==> config.mk <==
export PLATFORM = sky130hd
export DESIGN_NAME = resid_stamp_gen
export DESIGN_NICKNAME = d
export VERILOG_FILES = /design/src/rtl/rsg_pkg.sv /design/src/rtl/rsg_net_counter.sv /design/src/rtl/rsg_period_timer.sv /design/src/rtl/rsg_csi_mux.sv /design/src/rtl/resid_stamp_gen.sv
export SDC_FILE = /design/constraint.sdc
export NUM_CORES = 1
export LEC_CHECK = 0
export ABC_AREA = 1
export BUFFER_PORTS_ARGS = -buffer_cell sky130_fd_sc_hd__buf_2
export CORE_MARGIN = 2
export CORE_UTILIZATION = 54
export CTS_CLUSTER_SIZE = 8
export DETAILED_ROUTE_END_ITERATION = 16
export PLACE_DENSITY = 0.73
export SYNTH_ARGS = -nofsm -noshare
export SYNTH_HDL_FRONTEND = slang
export SYNTH_SLANG_ARGS = --single-unit
export TNS_END_PERCENT = 100
==> constraint.sdc <==
create_clock -name clk -period 1.7 [get_ports clk]
set_clock_uncertainty 0.1 [all_clocks]
set_input_delay 0 -clock clk [delete_from_list [all_inputs] [get_ports clk]]
set_output_delay 0 -clock clk [all_outputs]
set_load 0.005 [all_outputs]
==> src/rtl/rsg_pkg.sv <==
// Shared helpers for the residual time stamp generator.
// Assumes: nothing beyond elaboration-time integer arithmetic.
package rsg_pkg;

    // Width of a counter that must hold the values 0 .. n-1 (at least 1 bit).
    function automatic int cnt_bits(input int n);
        return (n <= 2) ? 1 : $clog2(n);
    endfunction

    // Sequence count of the cell that carries slot k (k = 0 is the MSB).
    function automatic int slot_count(input int k);
        return 2 * k + 1;
    endfunction

endpackage

==> src/rtl/rsg_net_counter.sv <==
// Free-running counter of network-clock enables.
// Assumes: net_en is a single-cycle pulse qualifier in the clk domain.
module rsg_net_counter #(
    parameter int CNT_W = 16
) (
    input  logic             clk,
    input  logic             rst_n,
    input  logic             net_en,
    output logic [CNT_W-1:0] cnt
);

    // Advance on each network tick; wraps naturally at 2**CNT_W.
    always_ff @(posedge clk) begin
        if (!rst_n)
            cnt <= '0;
        else if (net_en)
            cnt <= cnt + 1'b1;
    end

endmodule

==> src/rtl/rsg_period_timer.sv <==
// Counts service-bit enables and flags the last enable of each period.
// Assumes: PERIOD >= 2.
module rsg_period_timer #(
    parameter int PERIOD = 3008,
    parameter int PER_W  = rsg_pkg::cnt_bits(PERIOD)
) (
    input  logic             clk,
    input  logic             rst_n,
    input  logic             svc_en,
    output logic             period_end,
    output logic [PER_W-1:0] per_cnt
);

    localparam logic [PER_W-1:0] LAST = PER_W'(PERIOD - 1);

    // Period completes on the enable that finds the counter at its last value.
    always_comb period_end = svc_en && (per_cnt == LAST);

    // Step the count on each service enable, restarting after the last one.
    always_ff @(posedge clk) begin
        if (!rst_n)
            per_cnt <= '0;
        else if (period_end)
            per_cnt <= '0;
        else if (svc_en)
            per_cnt <= per_cnt + 1'b1;
    end

endmodule

==> src/rtl/rsg_csi_mux.sv <==
// Holds the pending and applied residuals and selects the CSI bit per cell.
// Assumes: RES_W == 2**(SEQ_W-1), so every odd count owns exactly one bit.
module rsg_csi_mux #(
    parameter int SEQ_W = 3,
    parameter int RES_W = 2 ** (SEQ_W - 1)
) (
    input  logic             clk,
    input  logic             rst_n,
    input  logic             capture,
    input  logic [RES_W-1:0] cap_val,
    input  logic             cell_req,
    input  logic [SEQ_W-1:0] cell_sn,
    output logic [RES_W-1:0] pend_res,
    output logic [RES_W-1:0] act_res,
    output logic             csi
);

    logic             group_start;
    logic [RES_W-1:0] slot_hit;
    logic [RES_W-1:0] slot_bit;

    // A new eight-cell group begins at a count-0 cell.
    always_comb group_start = cell_req && (cell_sn == '0);

    // Latch each finished measurement as the pending residual.
    always_ff @(posedge clk) begin
        if (!rst_n)
            pend_res <= '0;
        else if (capture)
            pend_res <= cap_val;
    end

    // Apply the pending residual only at a group boundary.
    always_ff @(posedge clk) begin
        if (!rst_n)
            act_res <= '0;
        else if (group_start)
            act_res <= pend_res;
    end

    // One decoder per odd slot; slot k carries residual bit RES_W-1-k.
    for (genvar k = 0; k < RES_W; k++) begin : g_slot
        always_comb begin
            slot_hit[k] = cell_req && (cell_sn == SEQ_W'(rsg_pkg::slot_count(k)));
            slot_bit[k] = act_res[RES_W-1-k];
        end
    end

    // At most one slot matches; even counts and idle cycles give 0.
    always_comb csi = |(slot_hit & slot_bit);

endmodule

==> src/rtl/resid_stamp_gen.sv <==
// Residual time stamp generator: measures network ticks over a fixed number
// of service bits and spreads the low residual bits over the odd cells.
// Assumes: all enables and the cell strobe are synchronous to clk; CNT_W >= RES_W.
module resid_stamp_gen #(
    parameter int PERIOD = 3008,
    parameter int CNT_W  = 16,
    parameter int SEQ_W  = 3
) (
    input  logic             clk,
    input  logic             rst_n,
    input  logic             svc_en,
    input  logic             net_en,
    input  logic             cell_req,
    input  logic [SEQ_W-1:0] cell_sn,
    output logic             csi
);

    localparam int RES_W = 2 ** (SEQ_W - 1);
    localparam int PER_W = rsg_pkg::cnt_bits(PERIOD);

    logic [CNT_W-1:0] net_cnt;
    logic             period_end;
    logic [PER_W-1:0] per_cnt;
    logic [RES_W-1:0] pend_res;
    logic [RES_W-1:0] act_res;

    rsg_net_counter #(.CNT_W(CNT_W)) u_net (
        .clk    (clk),
        .rst_n  (rst_n),
        .net_en (net_en),
        .cnt    (net_cnt)
    );

    rsg_period_timer #(.PERIOD(PERIOD), .PER_W(PER_W)) u_per (
        .clk        (clk),
        .rst_n      (rst_n),
        .svc_en     (svc_en),
        .period_end (period_end),
        .per_cnt    (per_cnt)
    );

    rsg_csi_mux #(.SEQ_W(SEQ_W), .RES_W(RES_W)) u_mux (
        .clk      (clk),
        .rst_n    (rst_n),
        .capture  (period_end),
        .cap_val  (net_cnt[RES_W-1:0]),
        .cell_req (cell_req),
        .cell_sn  (cell_sn),
        .pend_res (pend_res),
        .act_res  (act_res),
        .csi      (csi)
    );

endmodule

Yosys cells after proc, flatten, opt, wreduce, memory -nomap -nowiden
Index checks and enable logic that the tools add are counted.
{"block": "totals", "regBits": 36, "word_cells": 22}
{"block": "op_classes", "add_sub_neg": 2, "eq_ne": 5, "bitwise": 2, "reduce_logical": 9}
{"op": "$add A16 B1 Y16 const B", "n": 1}
{"op": "$add A12 B1 Y12 const B", "n": 1}
{"op": "$eq A12 B12 Y1 const B", "n": 1}
{"op": "$eq A3 B3 Y1 const B", "n": 2}
{"op": "$logic_and A1 B1 Y1", "n": 6}
{"op": "$and A4 B4 Y4", "n": 1}
{"op": "$reduce_or A4 Y1", "n": 1}
{"op": "$eq A3 B1 Y1 const B", "n": 1}
{"op": "$eq A3 B2 Y1 const B", "n": 1}
{"op": "$logic_not A3 Y1", "n": 1}
{"op": "$reduce_or A2 Y1", "n": 1}
{"op": "$not A1 Y1", "n": 1}

Depth between registers and ports, before layout
Gate-level depths: netlist (run 1).
{"block": "depth", "ltp_word": 4, "mapped_depth": 8}

Hierarchy
A second synthesis (run 1) with hierarchy kept.
{"block": "unflattened", "hier_cells": 268, "area_unflattened_um2": 1824.2}
{"module": "rsg_net_counter", "n_inst": 1, "cells_per_inst": 126, "area_per_inst_um2": 845.8}
{"module": "rsg_period_timer", "n_inst": 1, "cells_per_inst": 91, "area_per_inst_um2": 616.8}
{"module": "rsg_csi_mux", "n_inst": 1, "cells_per_inst": 51, "area_per_inst_um2": 361.6}

Worst setup path before layout (run 1)
No wires, ideal clock.
{"block": "synth_timing", "path_type": "register -> register", "start": "reg u_per.per_cnt[0]", "end": "reg u_per.per_cnt[10]", "setup_ns": 0.123, "arrival_ns": 1.156, "required_ns": 1.477, "setup_slack_ns": 0.320, "stages_incl_launch_ff": 7, "n_path_buf": 0, "path_cell_list": "dfxtp_1 > ha_1 > nand2_1 > nor2_2 > nand2_2 > o21ai_4 > nor2_1"}
{"block": "synth_between", "elab_chain_cells": 3, "word_cells_on_any_way": 4, "cone_classes": "1 x add/sub; 1 x eq/ne; 2 x reduce/logical"}
{"element": "start, declared", "line_no": "rsg_period_timer.sv:11", "rtl": "output logic [PER_W-1:0] per_cnt"}
{"element": "start signal, assigned", "line_no": "rsg_period_timer.sv:26", "rtl": "per_cnt <= per_cnt + 1'b1;"}
{"element": "parallel branches: the longest is 3 deep, another holds $add A12 B1 Y12"}
Parallel ways; which one is timed is not known.
A chain may end at the register's enable or synchronous reset.

Worst setup path after layout (run 1)
{"block": "layout_timing", "start": "reg u_net.cnt[0]", "end": "reg u_net.cnt[1]"}
{"block": "layout_between", "elab_chain_cells": 1}
{"element": "start, declared", "line_no": "rsg_net_counter.sv:9", "rtl": "output logic [CNT_W-1:0] cnt"}
{"element": "start signal, assigned", "line_no": "rsg_net_counter.sv:17", "rtl": "cnt <= cnt + 1'b1;"}
{"element": "$add A16 B1 Y16", "line_no": "rsg_net_counter.sv:17"}
Every way passes these cells.

==> results of run 1 <==
report_power, final:
part / internal (W) / leakage (nW) / total, W / switching (W)
Combinational: 0.0000316 / 0.314 / 0.0000707 / 0.0000391
Sequential: 0.000575 / 0.194 / 0.000584 / 0.00000928
Clock: 0.000238 / 0.0279 / 0.000414 / 0.000176
Total: 0.000845 / 0.536 / 0.00107 / 0.000224
stage by stage:
step,setup slack (ns),utilization (%)
final,0.117,66.5
after global routing,0.0136,66.5
after CTS,0.118,66.2
after detailed placement,0.146,61.6
after global placement,0.166,61.6
after floorplan,0.320,-
kinds of logic after synthesis:
group                      share of synthesized area, %
and+or+nand+nor                                    32.0
buffers and inverters                              8.76
DFF                                                41.5
AOI/OAI and AO/OA                                  11.0
xor gates and xnor gates                           4.54
adders and majority gates                          2.16
what timing repair did:
| item | 4_1_cts | 5_1_grt |
|---|---|---|
| setup buffers | 0 | 0 |
| endpoints found under the setup margin | 0 | 1 |
| gates resized for setup | 0 | 1 |
| hold buffers | 4 | 0 |
| endpoints found under the hold margin | 22 | 0 |
layout by cell type, fill, tap and decap left out, types with 2 or more instances in the layout:
cell type	synthesis	final
a21oi_1	12	12
buf_2	0	8
clkbuf_4	0	3
dfxtp_1	24	24
dlygate4sd3_1	0	4
ha_1	2	2
inv_1	24	24
nand2_1	30	30
nand3_1	9	9
nand4_1	4	4
nor2_1	24	24
nor2_4	2	2
nor3_2	1	2
o21ai_0	8	8
xnor2_1	2	2
xor2_1	4	4
path summary, 6_finish.rpt:
| path | cells after the start | slack, ns | end |
|---|---|---|---|
| worst max register to register | 4 | 0.12 | u_net.cnt[1]$_SDFFE_PN0P_ |
| worst max-delay path | 4 | 0.12 | u_net.cnt[1]$_SDFFE_PN0P_ |
| worst min register to register | 2 | 0.36 | u_mux.act_res[0]$_SDFFE_PN0P_ |
| worst min-delay path | 3 | 0.02 | u_mux.act_res[0]$_SDFFE_PN0P_ |
area by class of cell:
| cell class | instances | area (sq um) | area share (%) |
|---|---|---|---|
| multi-input combinational | 110 | 581 | 44.1 |
| sequential | 24 | 480 | 36.5 |
| inverter | 24 | 90.1 | 6.84 |
| timing repair buffer | 12 | 80.1 | 6.08 |
| tap | 27 | 33.8 | 2.56 |
| clock inverter | 1 | 30.0 | 2.28 |
| clock buffer | 3 | 22.5 | 1.71 |
sequential cells by signal, indices dropped and copies added (netlist names):
name            flops
u_mux.act_res       4
u_net.cnt           4
u_per.per_cnt      12
u_mux.pend_res      4
metal layers:
metal	GRT usage (%)	routed length [um]	up-vias
met4	7.21	23	0
met2	27.2	929	23
li1	-	-	538
met1	24.0	998	438
met5	0	0	-
met3	3.87	91	3
critical path, cell delays in order, from the launching register on:
cell	delay, ns
dfxtp_1	0.37
ha_1	0.29
a21oi_1	0.14
nor2_1	0.05
dlygate4sd3_1	0.54
==> summary.txt, run 1 <==
CTS
  • CTS max path bufs: 2
  • Clock Sinks: 24
  • Clock Pin Slew Worst Setup and Hold Paths: 0.13 ns
  • Num CTS Buffers: 3
  • H-tree depth: 1
  • CTS tree: built
  • CTS Root Cell: clkbuf_4
  • Clk_lat worst skew: 0.32 ns

Floorplanning
  • Initial core utilization: slightly below 60%
  • Chip Width: between 50 and 60 um
  • Die ar.: approximately 2500 sq um
  • Die Ht: between 50 and 60 um
  • Core Area: just under 2000 sq um
  • Num ports: 9
  • Row Count: 16

Global route
  • Largest net degree at the start of global routing: 15
  • First-pass GRT wire length: 3460 um
  • Initial antenna violation count: 0
  • Vias in the first global route: 846
  • GR Overflow Total: 0
  • Total Routing Usage GR: 17.7%

Drt
  • First-pass iteration count of the detailed router: 4
  • Vias: roughly 1,000
  • Avg WL per Cell: 10.2 um
  • Via/cell ratio: 4.99
  • Final ANT Viol Nets: 0
  • DRC violations left: 0
  • Initial drt markers: 21
  • Final WL: 2040 um

Yosys
  • Synthesized area: 1160 sq um
  • Avg Cell Area, Syn: between 7 and 8 sq um
  • Post-synthesis cell count: 160
  • Fraction of the yosys area taken by sequential cells: between 40% and 50%
  • Yosys reg bits: 24
  • Number of enable flip-flop cells after synthesis: 0
  • Ranking of synthesized cells by area: dfxtp_1 (42%), nand2_1 (9.7%), inv_1 (7.8%)
  • Library cells used by synthesis: 26
  • Most frequent cell after synthesis: nand2_1
  • Synth warnings: 0
  • Yosys top cell area share: 41.5%
  • Post-synth net total: 170
  • Post-synth top area cell: dfxtp_1
  • Ys async rst share: 0%
  • Top post-synthesis cells by count: nand2_1 (30), dfxtp_1 (24), inv_1 (24), nor2_1 (24), a21oi_1 (12)
  • Top FF cell, synth: dfxtp_1

STA
  • Final setup viols: 0
  • Tcrit/Tclk final: 93.1%
  • Worst slew margin: 80.0%
  • Hold Vio Cnt, Final: 0
  • Max Clk Rate: about 0.63 GHz
  • Aggregate negative setup slack: 0 ns
  • Final Slew Violations: 0
  • Worst Tran Pin Value: a little under 0.3 ns
  • Final min period: 1.58 ns
  • Minimum hold slack: about 0.018 ns
  • RSZ-0062 raised after global routing: false

Power and ir drop
  • Overall Power: 0.00107 W
  • Pleak: between 0.5 and 0.6 nW
  • Pwr/cell area: approximately 810 nW/um^2
  • Maximum vdd drop: 0.680 mV

Layout
  • Layout Nets: roughly 190
  • Share of cells above drive strength 1: 12.1%
  • Ant. Diodes: 0
  • Finished Layout Cells: 201
  • Final instance area: 1320 sq um
  • Fillers: 186
  • Syn-to-layout area delta: 13.8%

Worst setup path
  • Critical Path Fanout Max: 4
  • Worst R2R Start: u_net.cnt[0]$_SDFFE_PN0P_
  • CP Capture Type: flip-flop
  • Kind of critical path: reg2reg
  • Critical path launch point: u_net.cnt[0]$_SDFFE_PN0P_
  • WP data arrival: 1.71 ns
  • Worst EP required: around 1.8 ns
  • CP Launch Type: flip-flop

Worst hold path
  • Worst hold start: cell_req
  • Hold WC Path Type: in2reg

Placement
  • Gpl congestion: 0.800
  • Post-DP HPWL: roughly 1600 um
  • I/O Buffers: 8
  • Inst Count DP: 193
  • Placed inst area: between 1000 and 1500 sq um

Flow run
  • Max Cap Viol: 0

Run status
  • Status: finished, final reports clean
Power figures use the tool's default switching activity.
==> run 2, diff against run 1 <==
--- a/config.mk
+++ b/config.mk
@@ -12,6 +12,7 @@
 export CTS_CLUSTER_SIZE = 8
 export DETAILED_ROUTE_END_ITERATION = 16
 export PLACE_DENSITY = 0.73
+export REMOVE_ABC_BUFFERS = 1
 export SYNTH_ARGS = -nofsm -noshare
 export SYNTH_HDL_FRONTEND = slang
 export SYNTH_SLANG_ARGS = --single-unit
==> constraint.sdc (replaced) <==
create_clock -name clk -period 1.7 [get_ports clk]
set_clock_uncertainty 0.1 [all_clocks]
set_input_delay 0 -clock clk [delete_from_list [all_inputs] [get_ports clk]]
set_output_delay 0 -clock clk [all_outputs]
set_load 0.01 [all_outputs]
==> run 2 against run 1 <==
Against the previous run:
- wire length shrank 7.3%
- register-to-register slack about the same
- maximum frequency shrank 0.81%
- clock power is 43% lower
- final area fell by 2.7%
- highest routed layer unchanged
==> summary.txt, run 2 (same netlist as run 1, synthesis figures left out) <==
Run status
  • Status: finished, final reports clean (unchanged)

Global route
  • Largest net degree at the start of global routing: 13 (was 15)
  • First-pass GRT wire length: 3480 um (was 3460 um)
  • Initial antenna violation count: 0 (unchanged)
  • GR Overflow Total: 0 (unchanged)
  • Vias in the first global route: 869 (was 846)
  • Total Routing Usage GR: 17.7% (about the same)

STA
  • Worst Tran Pin Value: 0.404 ns (was 0.298 ns)
  • Hold Vio Cnt, Final: 0 (unchanged)
  • Max Clk Rate: 0.627 GHz (was 0.632 GHz)
  • Final min period: 1.60 ns (was 1.58 ns)
  • Final setup viols: 0 (unchanged)
  • Final Slew Violations: 0 (unchanged)
  • Tcrit/Tclk final: 93.9% (was 93.1%)
  • Minimum hold slack: 0.0250 ns (was 0.0176 ns)
  • Worst slew margin: 72.9% (was 80.0%)
  • RSZ-0062 raised after global routing: true (was false)

Drt
  • Final ANT Viol Nets: 0 (unchanged)
  • Via/cell ratio: 4.83 (was 4.99)
  • First-pass iteration count of the detailed router: 4 (unchanged)
  • Initial drt markers: 7 (was 21)
  • Avg WL per Cell: 9.47 um (was 10.2 um)
  • DRC violations left: 0 (unchanged)
  • Vias: 965 (was 1,002)
  • Final WL: 1890 um (was 2040 um)

Worst hold path
  • Hold EP: u_mux.act_res[0]$_SDFFE_PN0P_ (unchanged)
  • Worst hold start: cell_req (unchanged)
  • Worst Hold Depth: 3 (unchanged)
  • Hold WC Path Type: in2reg (unchanged)

Placement
  • Gpl congestion: 0.797 (was 0.800)
  • I/O Buffers: 8 (unchanged)
  • Placed inst area: 1220 sq um (unchanged)
  • Post-DP HPWL: 1480 um (was 1550 um)

CTS
  • CTS Root Cell: clkbuf_4 (unchanged)
  • H-tree depth: 1 (unchanged)
  • Post-CTS Setup Repair Bufs: 0 (unchanged)
  • Clock Pin Slew Worst Setup and Hold Paths: 0.12 ns (was 0.13 ns)
  • Post-cts sizing count: 0 (unchanged)
  • CTS tree: built (unchanged)
  • Num CTS Buffers: 3 (unchanged)
  • CTS max path bufs: 2 (unchanged)
  • Clk_lat worst skew: 0.30 ns (was 0.32 ns)
  • Clock Sinks: 24 (unchanged)

Floorplanning
  • Num ports: 9 (unchanged)
  • Die Ht: 50.3 um (unchanged)
  • Core Area: 1980 sq um (unchanged)
  • Initial core utilization: 58.4% (unchanged)
  • Row Count: 16 (unchanged)
  • Die ar.: 2530 sq um (unchanged)
  • Chip Width: 50.3 um (unchanged)

Flow run
  • Max Cap Viol: 0 (unchanged)

Worst setup path
  • Critical Path Fanout Max: 4 (unchanged)
  • Worst stage delay on the critical path: 0.55 ns (was 0.54 ns)
  • Worst EP required: 1.80 ns (was 1.82 ns)
  • Reg2reg path depth: 4 (unchanged)
  • Crit path max-delay cell type: dlygate4sd3_1 (unchanged)
  • CP Capture Type: flip-flop (unchanged)
  • Cell family with most CP delay: buffers and inverters (unchanged)
  • Critical path buffer and inverter count: 1 (unchanged)
  • CP cell instances: ha_1 > a21oi_1 > nor2_1 > dlygate4sd3_1 (unchanged)
  • Kind of critical path: reg2reg (unchanged)
  • Reg2Reg Setup Slack: 0.10 ns (was 0.12 ns)
  • CP Launch Type: flip-flop (unchanged)
  • WP data arrival: 1.70 ns (was 1.71 ns)
  • Worst R2R Start: u_net.cnt[0]$_SDFFE_PN0P_ (unchanged)
  • RR Endpoint: u_net.cnt[1]$_SDFFE_PN0P_ (unchanged)

Layout
  • Fillers: 175 (was 186)
  • Largest Register: u_per.per_cnt (unchanged)
  • Syn-to-layout area delta: 10.8% (was 13.8%)
  • Most frequent cells in the layout: nand2_1 (30), inv_1 (24), nor2_1 (24), dfxtp_1 (24), a21oi_1 (12) (unchanged)
  • Ant. Diodes: 0 (unchanged)
  • Most common cell after layout, fill and taps aside: nand2_1 (unchanged)
  • Share of cells above drive strength 1: 11.0% (was 12.1%)
  • Layout Nets: 185 (unchanged)
  • Final instance area: 1280 sq um (was 1320 sq um)
  • Max reg flops: 12 (unchanged)

Power and ir drop
  • Switching part of the total power: 22.7% (was 21.0%)
  • Net Switching: 0.000202 W (was 0.000224 W)
  • Internal power: 0.000689 W (was 0.000845 W)
  • Pleak: 0.522 nW (was 0.536 nW)
  • Flop pwr share: 65.5% (was 54.6%)
  • Part of the power in the clock network: 26.5% (was 38.7%)
  • Logic pwr share: 8.1% (was 6.6%)
  • Maximum vdd drop: 0.610 mV (was 0.680 mV)
  • Pwr/cell area: 695 nW/um^2 (was 811 nW/um^2)
[run 2: changes by cell type in the layout (fill, tap and decap cells not counted), sizes merged]
cell | before | now
bufinv | 1 | 0
[run 2: final cells by class]
cell class	count	area, sq um	share of cell area [%]
Sequential cell	24	480	37.5
Inverter	24	90.1	7.02
Clock buffer	3	22.5	1.76
Multi-Input combinational cell	110	576	44.9
Tap cell	27	33.8	2.63
Timing Repair Buffer	12	80.1	6.24
[run 2: worst max path at each step]
| stage | cells after the start | endpoint | slack, ns | startpoint |
|---|---|---|---|---|
| floorplan | 6 | u_per.per_cnt[10]$_SDFFE_PP0P_ | 0.32 | u_per.per_cnt[0]$_SDFFE_PP0P_ |
| global placement | 6 | u_per.per_cnt[10]$_SDFFE_PP0P_ | 0.23 | u_per.per_cnt[0]$_SDFFE_PP0P_ |
| detailed placement | 6 | u_per.per_cnt[1]$_SDFFE_PP0P_ | 0.17 | u_per.per_cnt[0]$_SDFFE_PP0P_ |
| CTS | 4 | u_net.cnt[1]$_SDFFE_PN0P_ | 0.11 | u_net.cnt[0]$_SDFFE_PN0P_ |
| global route | 6 | u_mux.pend_res[0]$_SDFFE_PN0P_ | -0.0007 | u_per.per_cnt[0]$_SDFFE_PP0P_ |
| finish | 4 | u_net.cnt[1]$_SDFFE_PN0P_ | 0.10 | u_net.cnt[0]$_SDFFE_PN0P_ |
[run 2: stage by stage]
stage | instances | total power [W] | util, % | setup TNS [ns] | worst slack (ns)
finish | 200 | 0.000891 | 64.7 | 0 | 0.104
global route | 200 | 0.000935 | 64.7 | -0.000728 | -0.000728
CTS | 200 | 0.000907 | 64.7 | 0 | 0.110
detailed placement | 193 | 0.000661 | 61.6 | 0 | 0.166
global placement | 193 | 0.000658 | 61.6 | 0 | 0.227
floorplan | 158 | 0.000634 | - | 0 | 0.320
[run 2: repair_timing]
item	in CTS	in global routing
hold endpoints to repair	15	0
hold buffers	4	0
setup endpoints to repair	0	1
[run 2: per-layer routing]
layer | up-vias | share of wire, % | track usage, %
met2 | 10 | 46 | 28.3
met3 | 2 | 2.6 | 3.57
li1 | 539 | - | -
met1 | 414 | 51 | 24.2
met5 | - | 0 | 0
met4 | 0 | 0.42 | 5.41
[run 2: tightest hold or removal path, stage by stage]
cell and delay (ns):
buf_2 0.11, nand3_1 0.19, a21oi_1 0.09
[run 2: power groups by stage]
stage | combinational (W) | sequential [W] | clock [W]
finish | 0.0000720 | 0.000583 | 0.000236
global route | 0.0000839 | 0.000585 | 0.000266
CTS | 0.0000727 | 0.000583 | 0.000251
detailed placement | 0.0000647 | 0.000596 | 0
global placement | 0.0000625 | 0.000595 | 0
floorplan | 0.0000399 | 0.000594 | 0
